--- src/rtl/spi_front_pkg.sv ---
package spi_front_pkg;
  localparam int AW = 6;
  localparam logic [AW-1:0] OFS_CTRL  = 6'h00;
  localparam logic [AW-1:0] OFS_CLOCK = 6'h04;
  localparam logic [AW-1:0] OFS_TXWS  = 6'h08;
  localparam logic [AW-1:0] OFS_RXWS  = 6'h0C;
  localparam logic [AW-1:0] OFS_FRAME = 6'h10;
  localparam logic [AW-1:0] OFS_STAT  = 6'h14;
  localparam logic [AW-1:0] OFS_IMASK = 6'h18;
  localparam logic [AW-1:0] OFS_IFLAG = 6'h1C;
  localparam logic [AW-1:0] OFS_QCTL  = 6'h20;
  localparam logic [AW-1:0] OFS_DATA  = 6'h24;
  // flag positions inside the interrupt status/clear word
  localparam int POS_OVR = 0;
  localparam int POS_RC  = 3;
  localparam int POS_TC  = 4;
  localparam int POS_RDY = 9;
  // queue control fields
  localparam int POS_RXFLUSH = 4;
  localparam int POS_TXFLUSH = 12;
  localparam int POS_TXTH    = 8;
  localparam int POS_RXTH    = 0;
  // compact flag vector order: index 0 overrun, 1 receive complete, 2 transmit complete
  localparam int NFLAG = 3;
endpackage

--- src/rtl/spi_front_fifo.sv ---
module spi_front_fifo #(
  parameter int WIDTH = 32,
  parameter int DEPTH = 8,
  localparam int PW = (DEPTH > 1) ? $clog2(DEPTH) : 1,
  localparam int CW = $clog2(DEPTH + 1)
) (
  input  logic             clk,
  input  logic             rst,
  input  logic             flush,
  input  logic             push,
  input  logic [WIDTH-1:0] push_data,
  input  logic             pop,
  output logic [WIDTH-1:0] head,
  output logic [CW-1:0]    count,
  output logic             full,
  output logic             empty
);
  logic [WIDTH-1:0] store [DEPTH];
  logic [PW-1:0]    wp, rp;
  logic             do_push, do_pop;

  assign full    = (count == CW'(DEPTH));
  assign empty   = (count == '0);
  assign do_push = push && !full && !flush;
  assign do_pop  = pop && !empty && !flush;
  assign head    = store[rp];

  function automatic logic [PW-1:0] step(input logic [PW-1:0] p);
    return (p == PW'(DEPTH - 1)) ? '0 : p + 1'b1;
  endfunction

  always_ff @(posedge clk) begin
    if (do_push) store[wp] <= push_data;
  end

  always_ff @(posedge clk) begin
    if (rst || flush) begin
      wp    <= '0;
      rp    <= '0;
      count <= '0;
    end else begin
      if (do_push) wp <= step(wp);
      if (do_pop)  rp <= step(rp);
      case ({do_push, do_pop})
        2'b10:   count <= count + 1'b1;
        2'b01:   count <= count - 1'b1;
        default: count <= count;
      endcase
    end
  end

  assert_no_overflow_R3: assert property (@(posedge clk) disable iff (rst)
    count <= CW'(DEPTH));
  assert_full_drop_R3: assert property (@(posedge clk) disable iff (rst)
    (push && full && !pop && !flush) |=> full);
  assert_flush_empty_R10: assert property (@(posedge clk) disable iff (rst)
    flush |=> empty);
endmodule

--- src/rtl/spi_front_irq.sv ---
module spi_front_irq
  import spi_front_pkg::*;
#(
  parameter int CW = 4,
  parameter int TW = 4
) (
  input  logic             clk,
  input  logic             rst,
  input  logic [CW-1:0]    rx_count,
  input  logic [TW-1:0]    rx_th,
  input  logic             ovr_evt,
  input  logic             tc_evt,
  input  logic             clr_wr,
  input  logic [NFLAG-1:0] clr_mask,
  input  logic [NFLAG-1:0] ien,
  output logic [NFLAG-1:0] flags,
  output logic             ready,
  output logic             irq
);
  logic             ready_q;
  logic [NFLAG-1:0] set_vec;

  assign ready   = (rx_th != '0) && (32'(rx_count) == 32'(rx_th));
  assign set_vec = {tc_evt, ready && !ready_q, ovr_evt};

  generate
    for (genvar i = 0; i < NFLAG; i++) begin : g_flag
      always_ff @(posedge clk) begin
        if (rst)                       flags[i] <= 1'b0;
        else if (set_vec[i])           flags[i] <= 1'b1;
        else if (clr_wr && clr_mask[i]) flags[i] <= 1'b0;
      end
    end
  endgenerate

  always_ff @(posedge clk) begin
    if (rst) begin
      ready_q <= 1'b0;
      irq     <= 1'b0;
    end else begin
      ready_q <= ready;
      irq     <= |(ien & flags);
    end
  end

  assert_ovr_sticky_R6: assert property (@(posedge clk) disable iff (rst)
    (flags[0] && !(clr_wr && clr_mask[0])) |=> flags[0]);
  assert_rc_on_match_R7: assert property (@(posedge clk) disable iff (rst)
    $rose(ready) |=> flags[1]);
  assert_irq_follows_R11: assert property (@(posedge clk) disable iff (rst)
    (flags[0] && ien[0]) |=> irq);
  assert_irq_quiet_R11: assert property (@(posedge clk) disable iff (rst)
    (flags == '0) |=> !irq);
endmodule

--- src/rtl/spi_front.sv ---
module spi_front
  import spi_front_pkg::*;
#(
  parameter int DW    = 32,
  parameter int DEPTH = 8,
  parameter int TW    = 4
) (
  input  logic          clk,
  input  logic          rst,
  input  logic          bus_wr,
  input  logic          bus_rd,
  input  logic [5:0]    bus_addr,
  input  logic [31:0]   bus_wdata,
  output logic [31:0]   bus_rdata,
  output logic          irq,
  output logic [31:0]   cfg_clock,
  output logic [31:0]   cfg_txword,
  output logic [31:0]   cfg_rxword,
  output logic [31:0]   cfg_frame,
  output logic [31:0]   tx_word,
  output logic          tx_valid,
  input  logic          tx_ready,
  input  logic [31:0]   rx_word,
  input  logic          rx_valid
);
  localparam int CW = $clog2(DEPTH + 1);

  logic          en;
  logic [2:0]    ien;
  logic [TW-1:0] txth, rxth;
  logic          wr_ctrl, wr_data, wr_qctl, wr_iflag, rd_data;
  logic          tx_flush, rx_flush, tx_pop, tx_push;
  logic [CW-1:0] tx_cnt, rx_cnt;
  logic          tx_full, tx_empty, rx_full, rx_empty;
  logic [DW-1:0] rx_head;
  logic [NFLAG-1:0] flags;
  logic          rdy;

  assign wr_ctrl  = bus_wr && (bus_addr == OFS_CTRL);
  assign wr_data  = bus_wr && (bus_addr == OFS_DATA);
  assign wr_qctl  = bus_wr && (bus_addr == OFS_QCTL);
  assign wr_iflag = bus_wr && (bus_addr == OFS_IFLAG);
  assign rd_data  = bus_rd && (bus_addr == OFS_DATA);
  assign tx_flush = wr_qctl && bus_wdata[POS_TXFLUSH];
  assign rx_flush = wr_qctl && bus_wdata[POS_RXFLUSH];
  assign tx_valid = en && !tx_empty;
  assign tx_pop   = tx_valid && tx_ready;
  assign tx_push  = wr_data && !tx_full;

  always_ff @(posedge clk) begin
    if (rst) begin
      en <= 1'b0; ien <= '0; txth <= '0; rxth <= '0;
      cfg_clock <= '0; cfg_txword <= '0; cfg_rxword <= '0; cfg_frame <= '0;
    end else if (bus_wr) begin
      case (bus_addr)
        OFS_CTRL:  en <= bus_wdata[0];
        OFS_CLOCK: cfg_clock  <= bus_wdata;
        OFS_TXWS:  cfg_txword <= bus_wdata;
        OFS_RXWS:  cfg_rxword <= bus_wdata;
        OFS_FRAME: cfg_frame  <= bus_wdata;
        OFS_IMASK: ien <= {bus_wdata[POS_TC], bus_wdata[POS_RC], bus_wdata[POS_OVR]};
        OFS_QCTL: begin
          txth <= bus_wdata[POS_TXTH +: TW];
          rxth <= bus_wdata[POS_RXTH +: TW];
        end
        default: ;
      endcase
    end
  end

  spi_front_fifo #(.WIDTH(DW), .DEPTH(DEPTH)) u_txq (
    .clk(clk), .rst(rst), .flush(tx_flush), .push(wr_data), .push_data(bus_wdata),
    .pop(tx_pop), .head(tx_word), .count(tx_cnt), .full(tx_full), .empty(tx_empty));

  spi_front_fifo #(.WIDTH(DW), .DEPTH(DEPTH)) u_rxq (
    .clk(clk), .rst(rst), .flush(rx_flush), .push(rx_valid), .push_data(rx_word),
    .pop(rd_data), .head(rx_head), .count(rx_cnt), .full(rx_full), .empty(rx_empty));

  spi_front_irq #(.CW(CW), .TW(TW)) u_irq (
    .clk(clk), .rst(rst), .rx_count(rx_cnt), .rx_th(rxth),
    .ovr_evt(rx_valid && rx_full),
    .tc_evt(tx_pop && (tx_cnt == CW'(1)) && !tx_push),
    .clr_wr(wr_iflag),
    .clr_mask({bus_wdata[POS_TC], bus_wdata[POS_RC], bus_wdata[POS_OVR]}),
    .ien(ien), .flags(flags), .ready(rdy), .irq(irq));

  always_ff @(posedge clk) begin
    if (rst) begin
      bus_rdata <= '0;
    end else if (bus_rd) begin
      bus_rdata <= '0;
      case (bus_addr)
        OFS_CTRL:  bus_rdata[0] <= en;
        OFS_CLOCK: bus_rdata <= cfg_clock;
        OFS_TXWS:  bus_rdata <= cfg_txword;
        OFS_RXWS:  bus_rdata <= cfg_rxword;
        OFS_FRAME: bus_rdata <= cfg_frame;
        OFS_STAT:  bus_rdata[0] <= !rx_empty;
        OFS_IMASK: begin
          bus_rdata[POS_OVR] <= ien[0];
          bus_rdata[POS_RC]  <= ien[1];
          bus_rdata[POS_TC]  <= ien[2];
        end
        OFS_IFLAG: begin
          bus_rdata[POS_OVR] <= flags[0];
          bus_rdata[POS_RC]  <= flags[1];
          bus_rdata[POS_TC]  <= flags[2];
          bus_rdata[POS_RDY] <= rdy;
        end
        OFS_QCTL: begin
          bus_rdata[POS_TXTH +: TW] <= txth;
          bus_rdata[POS_RXTH +: TW] <= rxth;
        end
        OFS_DATA:  bus_rdata <= rx_empty ? '0 : rx_head;
        default: ;
      endcase
    end
  end

  assert_tx_hold_R4: assert property (@(posedge clk) disable iff (rst)
    (tx_valid && !tx_ready && !tx_flush && !wr_ctrl) |=> (tx_valid && $stable(tx_word)));
  assert_empty_read_R5: assert property (@(posedge clk) disable iff (rst)
    (rd_data && rx_empty) |=> (bus_rdata == '0));
endmodule

--- config.mk ---
export PLATFORM = sky130hd
export DESIGN_NAME = spi_front
export DESIGN_NICKNAME = d
export VERILOG_FILES = /design/src/rtl/spi_front_pkg.sv /design/src/rtl/spi_front_fifo.sv /design/src/rtl/spi_front_irq.sv /design/src/rtl/spi_front.sv
export SDC_FILE = /design/constraint.sdc
export NUM_CORES = 1
export LEC_CHECK = 0
export ABC_AREA = 1
export BUFFER_PORTS_ARGS = -buffer_cell sky130_fd_sc_hd__buf_2
export CORE_UTILIZATION = 50
export CTS_CLUSTER_DIAMETER = 40
export CTS_CLUSTER_SIZE = 12
export DETAILED_ROUTE_END_ITERATION = 7
export PLACE_DENSITY = 0.69
export SYNTH_ARGS = -nofsm -noshare
export SYNTH_HDL_FRONTEND = slang
export SYNTH_SLANG_ARGS = --single-unit
--- constraint.sdc ---
create_clock -name clk -period 5.2 [get_ports clk]
set_input_delay 0.26 -clock clk [delete_from_list [all_inputs] [get_ports clk]]
set_output_delay 0.26 -clock clk [all_outputs]
set_load 0.005 [all_outputs]
==> impl_metrics.ini <==
[run_status]
status = completed

[cells_and_area]
layout_common_cells = nor2_1 (674), edfxtp_1 (512), o21ai_0 (397), buf_2 (269), nand2_1 (248)
fin_area_um2 = 34180
final_nets = 3088
final_layout_size_suffix_gt1_share_pct = 16.74
layout.cells.non_filler = 3837
multi_input_area_um2 = 8087
synthToLayoutAreaGrowth_pct = 19.97
register_area_um2 = 19450
utilization_pct = 60.61
fillCellCount = 4527
layout.cells.most_common = nor2_1

[global_route]
grt.total_usage_pct = 27.90
grt_pass1_wl_um = 121600
overflow = 0
top_usage_layer = met2
grt_util_met3_pct = 6.817
grt_start_max_net_pins = 82
first_global_vias = 20770
met1_usage_pct = 35.66
use_met2_pct = 45.45
antenna_found_initial = 6

[critical_path]
crit_path_max_incr_delay_ns = 0.60
path_class = flop to output port
required_ns = 4.94
crit_fanout = 65
path_depth = 7
crit_end = tx_word[27]
critPathTopFamily = buffers and inverters
start_kind = flop
timing.rr.start = u_rxq.count[0]$_SDFFE_PP0P_
cp.buffers_inverters = 4
path_cells = buf_4 > clkinv_1 > buf_4 > nor2_1 > o21ai_0 > a31oi_1 > buf_2
r2r_slack_ns = 2.19
timing.rr.end = u_rxq.store[5][0]$_DFFE_PP_
arrival_ns = 3.29
end_kind = output port
crit_path_frequent_cell = buf_4
worst_r2r_path_depth = 9
cp_slowest_cell = buf_4

[cts]
cts-htree-levels = 3
cts_root_buffer = clkbuf_16
cts_tree = yes
cts.clk_slew.worst_paths_ns = 0.06
clk_latency_ns = 0.65
clockBufferDepth = 3
cts_num_sinks = 715
cts_made_buffers = 92

[pwr]
switching_share_pct = 21.87
p_total_mw = 12.90
p_int_mw = 10.08
pwr-share-clk_pct = 49.1
pwr-share-comb_pct = 2.8
seq_power_share_pct = 48.1
ir_drop_uv = 291.9
leakage_nw = 12.99
powerDensity_nw_per_um2 = 377.4
switching_power_mw = 2.821

[drt]
firstDrtPassIters = 6
ant_nets = 0
vias_per_cell = 5.635
vias = 21620
dr.first_iter.drc_count = 1983
drcViolationCount = 0
post_drt_wl_per_cell_um = 21.27
wl_um = 81610

[floorplan]
die_w_um = 240.7
die-area_um2 = 57930
rows = 87
num_io_pins = 270
core_area_um2 = 56390
die_h_um = 240.7
start_util_pct = 50.52

[placement]
place_congestion = 0.9094
dpl.hpwl_um = 49820
place_ws_ns = 2.164
io_buffers = 269
placed_area_um2 = 30490
dpl.cell_count = 3603

[sta]
skew_ns = 0.03096
setup_tns_ns = 0
fin_crit_sh_pct = 68.18
setup-violations-final = 0
min_period_ns = 3.546
worst_slack_ns = 1.654
rsz0062_at_grt = no
worst_pin_slew_ns = 1.202
fmax_mhz = 282.0
slew_viol_final = 0
slew_headroom_pct = 19.81
hold_viol = 0
whs_ns = 0.02806

[min_path]
worst_hold_path_type = primary input to flop

[synth]
syn-num-nets = 2792
synth_area_um2 = 28490
syn_inst = 2702
synth-seq-area-share_pct = 68.24
avgSynthCellArea_um2 = 10.54
yosys_warnings = 0
synth_cell_types = 40
synth_seq_cells = 715

[run]
maxCapViolations = 0
## worst min path at each step
stage / from / endpoint / slack (ns) / cells after the start
2_1_floorplan: rx_word[0] / u_rxq.store[0][0]$_DFFE_PP_ / 0.36 / 0
3_3_place_gp: u_irq.ready_q$_SDFF_PP0_ / u_irq.flags[1]$_SDFFE_PP0P_ / 0.40 / 1
3_5_place_dp: u_irq.ready_q$_SDFF_PP0_ / u_irq.flags[1]$_SDFFE_PP0P_ / 0.41 / 1
4_1_cts: bus_wdata[11] / u_txq.store[5][11]$_DFFE_PP_ / 0.005 / 1
5_1_grt: bus_wdata[21] / u_txq.store[0][21]$_DFFE_PP_ / 0.03 / 1
6_report: bus_wdata[11] / u_txq.store[1][11]$_DFFE_PP_ / 0.03 / 1
## cells in the mapped netlist (all sizes together)
library cell | n | area share, %
nor2 | 696 | 9.4
edfxtp | 512 | 54
o21ai | 403 | 7.1
nand2 | 250 | 3.3
dfxtp | 203 | 14
a21oi | 103 | 1.8
inv | 101 | 1.3
clkbuf | 95 | 1.3
nand3 | 89 | 1.6
buf | 64 | 1.2
o211ai | 60 | 1.6
o22ai | 38 | 0.83
a31oi | 32 | 0.70
ha | 14 | 0.61
nor3 | 10 | 0.18
nand4 | 7 | 0.15
xor2 | 7 | 0.22
a211oi | 3 | 0.079
clkinv | 2 | 0.026
nand3b | 2 | 0.053
o211a | 2 | 0.070
o31ai | 2 | 0.053
a21boi | 1 | 0.026
a221oi | 1 | 0.031
a22oi | 1 | 0.026
and2 | 1 | 0.022
nor3b | 1 | 0.026
o21a | 1 | 0.026
or2 | 1 | 0.022
## layout make-up
class / count / area share (%)
repair buffers: 361 / 6.414
inverters: 103 / 1.135
diodes: 4 / 0.02929
flip-flops and latches: 715 / 56.91
clock inverters: 53 / 1.790
well taps: 756 / 2.768
multi-input cells: 1725 / 23.66
clock buffers: 120 / 7.289
## sequential cells by signal (all words and copies together), names as in the netlist, 4 cells and up, named ones only
register,count
bus_rdata,32
cfg_clock,32
cfg_frame,32
cfg_rxword,32
cfg_txword,32
rxth,4
txth,4
u_rxq.count,4
u_rxq.store,256
u_txq.count,4
u_txq.store,256
## logic make-up after synthesis
group	count (synthesis)	share of synthesized area, %
and+or+nand+nor	1057	14.79
adders and majority gates	14	0.6149
xor gates and xnor gates	7	0.2152
buffers and inverters	262	3.773
AOI/OAI and AO/OA	647	12.37
DFF	715	68.24
## timing repair
action / CTS / global route
setup buffers: 0 / 0
setup endpoints to repair: 0 / 0
gates resized for setup: 0 / 0
hold buffers: 57 / 0
endpoints found under the hold margin: 453 / 0
## power groups by stage
stage          sequential [mW]  combinational [mW]  clock (mW)
3_5_place_dp              6.32               0.323           0
5_1_grt                   6.20               0.396        6.61
6_report                  6.20               0.365        6.33
3_3_place_gp              6.32               0.312           0
4_1_cts                   6.20               0.362        6.37
2_1_floorplan             6.32               0.142           0
## metal layers
layer  share of wire (%)  routed length (um)
met3                 9.9                8057
met4                 3.5                2827
met5               0.028                  23
met2                  48               39060
met1                  39               31640
Power figures use the tool's default switching activity.
